<file path="config.mk">
export PLATFORM = sky130hd
export DESIGN_NAME = rhw_ctrl
export DESIGN_NICKNAME = d
export VERILOG_FILES = /design/src/rtl/rhw_pkg.sv /design/src/rtl/rhw_wake_detect.sv /design/src/rtl/rhw_settle_timer.sv /design/src/rtl/rhw_ctrl.sv
export SDC_FILE = /design/constraint.sdc
export NUM_CORES = 1
export LEC_CHECK = 0
export BUFFER_PORTS_ARGS = -buffer_cell sky130_fd_sc_hd__buf_2
export CAP_MARGIN = 40
export CORE_MARGIN = 8
export CORE_UTILIZATION = 59
export DETAILED_ROUTE_END_ITERATION = 6
export PLACE_DENSITY = 0.85
export SLEW_MARGIN = 40
export SYNTH_ARGS = -nofsm -noshare
export SYNTH_HDL_FRONTEND = slang
export SYNTH_HIERARCHICAL = 1
export SYNTH_SLANG_ARGS = --single-unit
</file>
<file path="constraint.sdc">
create_clock -name clk -period 5.03 [get_ports clk]
set_clock_uncertainty 0.1 [all_clocks]
set_input_delay 1.2575 -clock clk [delete_from_list [all_inputs] [get_ports clk]]
set_output_delay 1.2575 -clock clk [all_outputs]
set_load 0.005 [all_outputs]
</file>
<file path="src/rtl/rhw_pkg.sv">
package rhw_pkg;
   typedef enum logic [2:0] {
      ST_PUP  = 3'd0,   // power-up settle, full reset held
      ST_PIN  = 3'd1,   // external pin held low
      ST_WRST = 3'd2,   // one-cycle watchdog reset while running
      ST_RUN  = 3'd3,
      ST_HALT = 3'd4,
      ST_WAKE = 3'd5    // settle after wake from halt
   } rhw_state_t;
endpackage

</file>
<file path="src/rtl/rhw_wake_detect.sv">
module rhw_wake_detect #(
   parameter int W      = 8,
   parameter int STAGES = 2
) (
   input  logic         clk,
   input  logic         por,
   input  logic [W-1:0] pins,
   input  logic [W-1:0] mask,
   output logic         hit
);
   localparam int DEPTH = STAGES + 1;

   if (W < 1) begin : g_bad_w
      $error("rhw_wake_detect: W must be at least 1");
   end
   if (STAGES < 2) begin : g_bad_stages
      $error("rhw_wake_detect: STAGES must be at least 2");
   end

   logic [W-1:0] chain [DEPTH];

   always_ff @(posedge clk or posedge por) begin
      if (por) begin
         for (int i = 0; i < DEPTH; i++) chain[i] <= '0;
      end else begin
         chain[0] <= pins;
         for (int i = 1; i < DEPTH; i++) chain[i] <= chain[i-1];
      end
   end

   // falling edge: older copy high, newer copy low
   logic [W-1:0] fall;
   assign fall = chain[DEPTH-1] & ~chain[DEPTH-2];
   assign hit  = |(fall & mask);
endmodule

</file>
<file path="src/rtl/rhw_settle_timer.sv">
module rhw_settle_timer #(
   parameter int CYCLES = 1024
) (
   input  logic clk,
   input  logic por,
   input  logic en,
   output logic done
);
   localparam int CW = (CYCLES > 1) ? $clog2(CYCLES) : 1;
   localparam logic [CW-1:0] LAST = CW'(CYCLES - 1);

   if (CYCLES < 2) begin : g_bad_cycles
      $error("rhw_settle_timer: CYCLES must be at least 2");
   end

   logic [CW-1:0] cnt;

   always_ff @(posedge clk or posedge por) begin
      if (por)          cnt <= '0;
      else if (!en)     cnt <= '0;
      else if (!done)   cnt <= cnt + 1'b1;
   end

   assign done = (cnt == LAST);
endmodule

</file>
<file path="src/rtl/rhw_ctrl.sv">
module rhw_ctrl
   import rhw_pkg::*;
#(
   parameter int WAKE_W      = 8,
   parameter int SYNC_STAGES = 2,
   parameter int SETTLE_CYC  = 1024
) (
   input  logic              clk,
   input  logic              por,
   input  logic              ext_rst_n,
   input  logic              halt_cmd,
   input  logic              clrwdt_cmd,
   input  logic              wdt_tmo,
   input  logic [WAKE_W-1:0] wake_pins,
   input  logic [WAKE_W-1:0] wake_mask,
   output logic              chip_rst,
   output logic              pc_sp_rst,
   output logic              osc_en,
   output logic              cpu_run,
   output logic              flag_to,
   output logic              flag_pd
);
   rhw_state_t st, st_n;
   logic to_n, pd_n, wdt_wake, wdt_wake_n;
   logic pin_hit, settle_done, settling;

   rhw_wake_detect #(.W(WAKE_W), .STAGES(SYNC_STAGES)) u_wake (
      .clk (clk), .por (por), .pins (wake_pins), .mask (wake_mask), .hit (pin_hit)
   );

   assign settling = (st == ST_PUP) || (st == ST_WAKE);

   rhw_settle_timer #(.CYCLES(SETTLE_CYC)) u_settle (
      .clk (clk), .por (por), .en (settling), .done (settle_done)
   );

   always_comb begin
      st_n       = st;
      to_n       = flag_to;
      pd_n       = flag_pd;
      wdt_wake_n = wdt_wake;
      if (!ext_rst_n) begin
         st_n       = ST_PIN;
         wdt_wake_n = 1'b0;
      end else begin
         unique case (st)
            ST_PUP:  if (settle_done) st_n = ST_RUN;
            ST_PIN:  st_n = ST_RUN;
            ST_WRST: st_n = ST_RUN;
            ST_RUN: begin
               if (wdt_tmo) begin
                  st_n = ST_WRST;
                  to_n = 1'b1;
               end else if (halt_cmd) begin
                  st_n = ST_HALT;
                  pd_n = 1'b1;
                  to_n = 1'b0;
               end else if (clrwdt_cmd) begin
                  pd_n = 1'b0;
               end
            end
            ST_HALT: begin
               if (wdt_tmo) begin
                  st_n       = ST_WAKE;
                  to_n       = 1'b1;
                  wdt_wake_n = 1'b1;
               end else if (pin_hit) begin
                  st_n       = ST_WAKE;
                  wdt_wake_n = 1'b0;
               end
            end
            ST_WAKE: begin
               if (settle_done) begin
                  st_n       = ST_RUN;
                  wdt_wake_n = 1'b0;
               end
            end
            default: st_n = ST_PUP;
         endcase
      end
   end

   always_ff @(posedge clk or posedge por) begin
      if (por) begin
         st       <= ST_PUP;
         flag_to  <= 1'b0;
         flag_pd  <= 1'b0;
         wdt_wake <= 1'b0;
      end else begin
         st       <= st_n;
         flag_to  <= to_n;
         flag_pd  <= pd_n;
         wdt_wake <= wdt_wake_n;
      end
   end

   assign chip_rst  = (st == ST_PUP) || (st == ST_PIN) || (st == ST_WRST);
   assign pc_sp_rst = (st == ST_WAKE) && wdt_wake;
   assign osc_en    = (st != ST_HALT);
   assign cpu_run   = (st == ST_RUN);
endmodule

</file>
==> results of run 1 <==
kinds of logic (layout without fill, tap and decap cells):
kind of cell	after synthesis	after routing
muxes	6	6
AOI/OAI and AO/OA	35	35
buffers and inverters	13	43
and+or+nand+nor	51	51
adders and majority gates	1	1
DFF	40	40
xor gates and xnor gates	1	1
final timing paths:
path / slack, ns / from / cells past startpoint / end
min in group asynchronous: 0.73 / por / 2 / st[0]
worst min register to register: 0.26 / u_wake/chain[19] / 0 / u_wake/chain[11]
worst min-delay path: 0.26 / u_wake/chain[19] / 0 / u_wake/chain[11]
max in group asynchronous: 3.67 / por / 2 / u_wake/chain[16]
worst max register to register: 2.85 / u_settle/cnt[0] / 6 / st[0]
worst max-delay path: 2.06 / st[0] / 2 / osc_en
layout by cell type, fill, tap and decap left out, types with 2 or more instances in the layout:
master	instances
clkinv_4	2
o21a_1	3
clkbuf_4	5
o31a_1	2
nor2_1	5
o22ai_1	5
dfrtp_1	40
a21oi_1	8
inv_1	7
a21bo_2	2
o21ai_0	6
o31ai_1	2
nand4_1	2
a31oi_1	2
nand2_1	21
nor2b_1	2
nor3_1	3
mux2i_1	5
buf_2	27
nand3_1	2
where the power goes:
part           switching, uW  internal, uW
Combinational           83.0          69.8
Sequential              41.6           352
Clock                    106           106
Total                    231           528
sequential cells by signal (all words and copies together) (netlist names):
name	flops
flag_to	1
u_wake/chain	24
st	3
u_settle/cnt	10
flag_pd	1
wdt_wake	1
worst register-to-register path, delay by kind of cell, from the launching register on:
kind            cells  cell delay [ns]
simple gates        3             0.82
flops               1             0.46
mux                 1             0.33
fa+ha+maj           1             0.29
compound gates      1             0.09
routing by layer:
metal | track usage | wire (um) | up-vias
met4 | 0.0402 | 19 | 0
li1 | - | - | 571
met2 | 0.250 | 1820 | 32
met1 | 0.161 | 1390 | 593
met3 | 0.0579 | 203 | 2
met5 | 0 | 0 | -
cell type report:
class,instances,area [um^2],area share
inverter,8,30.0,0.0155
clock buffer,5,37.5,0.0194
tap,31,38.8,0.0200
multi-input combinational,94,647,0.334
sequential,40,1000,0.517
timing repair buffer,27,135,0.0698
clock inverter,3,47.5,0.0245
metrics by stage:
stage	hold slack (ns)	setup slack (ns)	cells
3_3_place_gp	0.232	2.35	200
2_1_floorplan	0.231	2.52	147
6_report	0.262	2.06	208
5_1_grt	0.273	2.01	208
4_1_cts	0.257	2.07	208
3_5_place_dp	0.237	2.31	200
==> summary.txt, run 1 <==
Clocking
  – Inserted Clock Buffers: 5
  – Postcts setup bufs: 0
  – Clock Sinks: 40
  – CTS tree: done
  – PostCTS Resize Cnt: 0
  – Clock buffer depth: 2
  – Hold_buf cts: 0
  – Clock tree root driver cell: clkbuf_4
  – H-tree depth: 2
  – Clk_lat worst skew: 0.34 ns
  – Clock-pin slew on the worst setup and hold paths: 0.12 ns

Pwr
  – Power consumption: 759 uW
  – VDD IR max: 0.288 mV
  – PwrDens: 392 nW/um^2
  – P_leak: 0.000922 uW

STA
  – Final period util: 0.591
  – Min cycle time layout: 2.97 ns
  – Slew Limit Fails: 0
  – Total Neg Setup Slack: 0 ns
  – Final Hold Fails: 0
  – Worst-Margin Slew: 0.519 ns
  – Max Clock Freq: 336 MHz
  – Relative slew slack: 0.653
  – Final setup fails: 0
  – RSZ-0062 raised after global routing: false

Global route
  – Gr ovfl total: 0
  – Initial antenna violation count: 0
  – First-pass GRT wire length: 5.75 mm
  – Largest net degree at the start of global routing: 25
  – Vias in the first global route: 1217
  – Total track usage: 0.145

Worst setup path
  – Worst-path fanout max: 12
  – CP cell instances: or3b_1, buf_2
  – Critical Path Source Type: flop
  – Critical path's largest stage delay: 0.55 ns
  – WP data required: 3.67 ns
  – Critical Path AT: 1.61 ns
  – Crit end category: output pin
  – Buf+Inv Stages, Crit Path: 1
  – Slowest stage cell, crit path: or3b_1
  – Crit Path Class: flop to output pin
  – Cell family with most CP delay: simple AND/OR/NAND/NOR gates

Yosys
  – Syn Nets: 170
  – Top-area cell type share of the netlist area: 0.582
  – Synthesis Warnings: 6
  – Post-synthesis mux area share: 0.0378
  – Synth Area in Compound Gates: 0.143
  – Commonest cells in the netlist: 40 x dfrtp_1, 21 x nand2_1, 8 x a21oi_1, 8 x inv_1
  – Synth Flop Type: dfrtp_1
  – Async SR Flop Fraction: 1.00
  – Count of distinct cell types in the synthesized netlist: 43
  – Adder-cell area share of the yosys netlist: 0.00727
  – XOR/XNOR share of the synthesized area: 0.00509
  – Synth Register Bits: 40
  – Number of synthesized flops with an enable pin: 0
  – Synth area leader: dfrtp_1
  – Gate Count Post-Synth: 147
  – Top-count cell post-synth: dfrtp_1
  – Sequential area share after synthesis: 0.582
  – Combinational family with the most area after synthesis: simple AND/OR/NAND/NOR gates
  – Mapped cell area: 1720 um^2
  – Post-synthesis simple-gate area fraction: 0.181
  – Largest cells by area after synthesis: dfrtp_1 58%, nand2_1 4.6%, mux2i_1 2.9%
  – Synthesized area per cell: 11.7 um^2

Layout
  – Final nets: 199
  – Layout cell share with drive strength beyond 1: 0.282
  – Post-route cell area: 1940 um^2
  – FILL cells: 202
  – Antenna fix cells: 0
  – Area growth syn-to-layout: 12.6%
  – Finished Core Util: 0.702

Routing
  – Via density: 5.76
  – # DRC: 0
  – Detail Route Antenna Nets: 0
  – Initial DRC Count: 181
  – WL/cell: 16.5 um
  – WL final: 3.43 mm
  – First-pass iteration count of the detailed router: 4
  – DR vias: 1198

Die
  – Row cnt: 19
  – Die Area: 4900 um^2
  – Die Ht: 70 um
  – I/O pin cnt: 28
  – Die extent in x: 70 um
  – Starting Density: 0.624
  – Core region area: 2760 um^2

Place
  – Final HPWL DP: 2.60 mm
  – PortBufs: 27
  – Placer Congestion: 0.948
  – Area of placed instances: 1850 um^2

Job
  – Max-cap violations: 0

Status
  – Outcome: finished, final reports clean

Hold path
  – Hold/Removal Path Class: flop to flop
(Power assumes the default switching activity.)
==> run 2, diff against run 1 <==
--- a/config.mk
+++ b/config.mk
@@ -8,9 +8,9 @@
 export BUFFER_PORTS_ARGS = -buffer_cell sky130_fd_sc_hd__buf_2
 export CAP_MARGIN = 40
 export CORE_MARGIN = 8
-export CORE_UTILIZATION = 59
+export CORE_UTILIZATION = 55
 export DETAILED_ROUTE_END_ITERATION = 6
-export PLACE_DENSITY = 0.85
+export PLACE_DENSITY = 0.8
 export SLEW_MARGIN = 40
 export SYNTH_ARGS = -nofsm -noshare
 export SYNTH_HDL_FRONTEND = slang
==> constraint.sdc (replaced) <==
create_clock -name clk -period 2.94 [get_ports clk]
set_clock_uncertainty 0.1 [all_clocks]
set_input_delay 0.735 -clock clk [delete_from_list [all_inputs] [get_ports clk]]
set_output_delay 0.735 -clock clk [all_outputs]
set_load 0.005 [all_outputs]
==> run 2 against run 1 <==
Against the previous run: sequential share of layout area rose by 0.47 points; sequential power rose by 70%; sequential cell count did not move; cell count rose by 0.96%; clock-buffer cell count rose by 1; non-clock buffer count did not move; cell area fell by 0.90%; via count fell by 0.58%; critical path type unchanged; critical endpoint unchanged; largest power group unchanged.
==> summary.txt, run 2 (synthesis gave the netlist of run 1 again) <==
Status
  – Outcome: finished, final reports clean

Layout
  – Area growth syn-to-layout: 11.6%
  – Largest register FFs: 24
  – Post-route cell area: 1920 um^2
  – Layout cell share with drive strength beyond 1: 0.282
  – Most common cell after layout, fill and taps aside: dfrtp_1
  – Regs by FF count: u_wake/chain x24, u_settle/cnt x10, st x3
  – Finished Core Util: 0.639
  – Final nets: 199
  – Antenna fix cells: 0
  – Largest Register: u_wake/chain
  – Most frequent cells in the layout: 40 x dfrtp_1, 27 x buf_2, 21 x nand2_1
  – FILL cells: 227

Worst setup path
  – Crit end category: output pin
  – CP cell instances: or3b_1, buf_2
  – Critical Path AT: 1.61 ns
  – Worst-path fanout max: 12
  – WP data required: 2.11 ns
  – Buf+Inv Stages, Crit Path: 1
  – Cell family with most CP delay: flip-flops
  – Slowest stage cell, crit path: dfrtp_1
  – Crit Path Class: flop to output pin
  – Critical Path Source Type: flop
  – Critical path's largest stage delay: 0.54 ns

Global route
  – First-pass GRT wire length: 5.59 mm
  – Largest net degree at the start of global routing: 25
  – Gr ovfl total: 0
  – Vias in the first global route: 1241
  – Total track usage: 0.138
  – Initial antenna violation count: 0

STA
  – Final setup fails: 0
  – Setup ws final: 0.493 ns
  – Total Neg Setup Slack: 0 ns
  – Relative slew slack: 0.664
  – Worst-Margin Slew: 0.503 ns
  – Min cycle time layout: 2.45 ns
  – Final period util: 0.832
  – Slew Limit Fails: 0
  – Max Clock Freq: 409 MHz
  – Final Hold Fails: 0
  – RSZ-0062 raised after global routing: false

Place
  – Final HPWL DP: 2.48 mm
  – PortBufs: 27
  – Area of placed instances: 1850 um^2
  – Placer Congestion: 0.883
  – Pre-CTS setup slack: 0.754 ns

Clocking
  – Clk_lat worst skew: 0.35 ns
  – Clock tree root driver cell: clkbuf_4
  – Inserted Clock Buffers: 5
  – Postcts setup bufs: 0
  – Clock-pin slew on the worst setup and hold paths: 0.12 ns
  – PostCTS Resize Cnt: 0
  – Clock Sinks: 40
  – Clock buffer depth: 2
  – CTS tree: done
  – Hold_buf cts: 0
  – H-tree depth: 2

Routing
  – Initial DRC Count: 120
  – First-pass iteration count of the detailed router: 4
  – Via density: 5.67
  – # DRC: 0
  – Detail Route Antenna Nets: 0
  – WL final: 3.28 mm
  – WL/cell: 15.6 um
  – DR vias: 1191

Pwr
  – VDD IR max: 0.331 mV
  – PwrDens: 640 nW/um^2
  – P_leak: 0.000916 uW
  – Power consumption: 1230 uW
  – Comb pwr share: 0.212
  – Psw: 389 uW
  – Clock share of power: 0.244
  – Switching share of power: 0.316
  – Int Power: 840 uW
  – Seq pwr share: 0.544

Die
  – Row cnt: 20
  – Die Area: 5170 um^2
  – Starting Density: 0.573
  – I/O pin cnt: 28
  – Core region area: 3000 um^2
  – Die Ht: 71.9 um
  – Die extent in x: 71.9 um

Hold path
  – Hold/Removal Path Class: input pin to async pin

Job
  – Max-cap violations: 0
-- run 2: final cells by class --
cell class	instances	area [um^2]	share of cell area
Tap cell	33	41.3	0.0215
Sequential cell	40	1000	0.522
Clock buffer	6	51.3	0.0267
Multi-Input combinational cell	94	647	0.337
Timing Repair Buffer	27	135	0.0704
Inverter	8	30.0	0.0156
Clock inverter	2	13.8	0.00717
-- run 2: final timing paths --
path | cells past startpoint | slack [ns] | from | end
worst min register to register | 0 | 0.26 | u_wake/chain[21] | u_wake/chain[13]
min in group clk | 0 | 0.26 | u_wake/chain[21] | u_wake/chain[13]
worst min-delay path | 2 | 0.20 | por | st[0]
worst max-delay path | 2 | 0.49 | st[0] | osc_en
worst max register to register | 6 | 0.81 | u_settle/cnt[0] | st[0]
max in group asynchronous | 2 | 2.10 | por | u_wake/chain[19]
-- run 2: worst reg2reg max path: stages, from the launching register on --
cell and delay, ns:
dfrtp_1 0.44, ha_1 0.29, nand3_4 0.15, nor3_4 0.09
or4b_4 0.56, o311ai_4 0.09, mux2_4 0.32
-- run 2: metrics by stage --
| step | hold slack (ns) | std cells |
|---|---|---|
| floorplan | 0.231 | 147 |
| global placement | 0.233 | 202 |
| finish | 0.202 | 210 |
| detailed placement | 0.236 | 202 |
| CTS | 0.188 | 210 |
| global route | 0.198 | 210 |
-- run 2: routing by layer --
layer | track usage | share of wire | vias up
met1 | 0.154 | 0.42 | 571
met2 | 0.227 | 0.50 | 35
met5 | 0 | 0 | -
met4 | 0.0703 | 0.022 | 0
met3 | 0.0510 | 0.060 | 9
li1 | - | - | 576
-- run 2: power groups by stage --
stage	registers, uW	clock network, uW	logic (uW)
3_3_place_gp	673	0	244
2_1_floorplan	642	0	227
3_5_place_dp	681	0	258
4_1_cts	668	310	258
5_1_grt	680	333	292
6_report	668	300	260
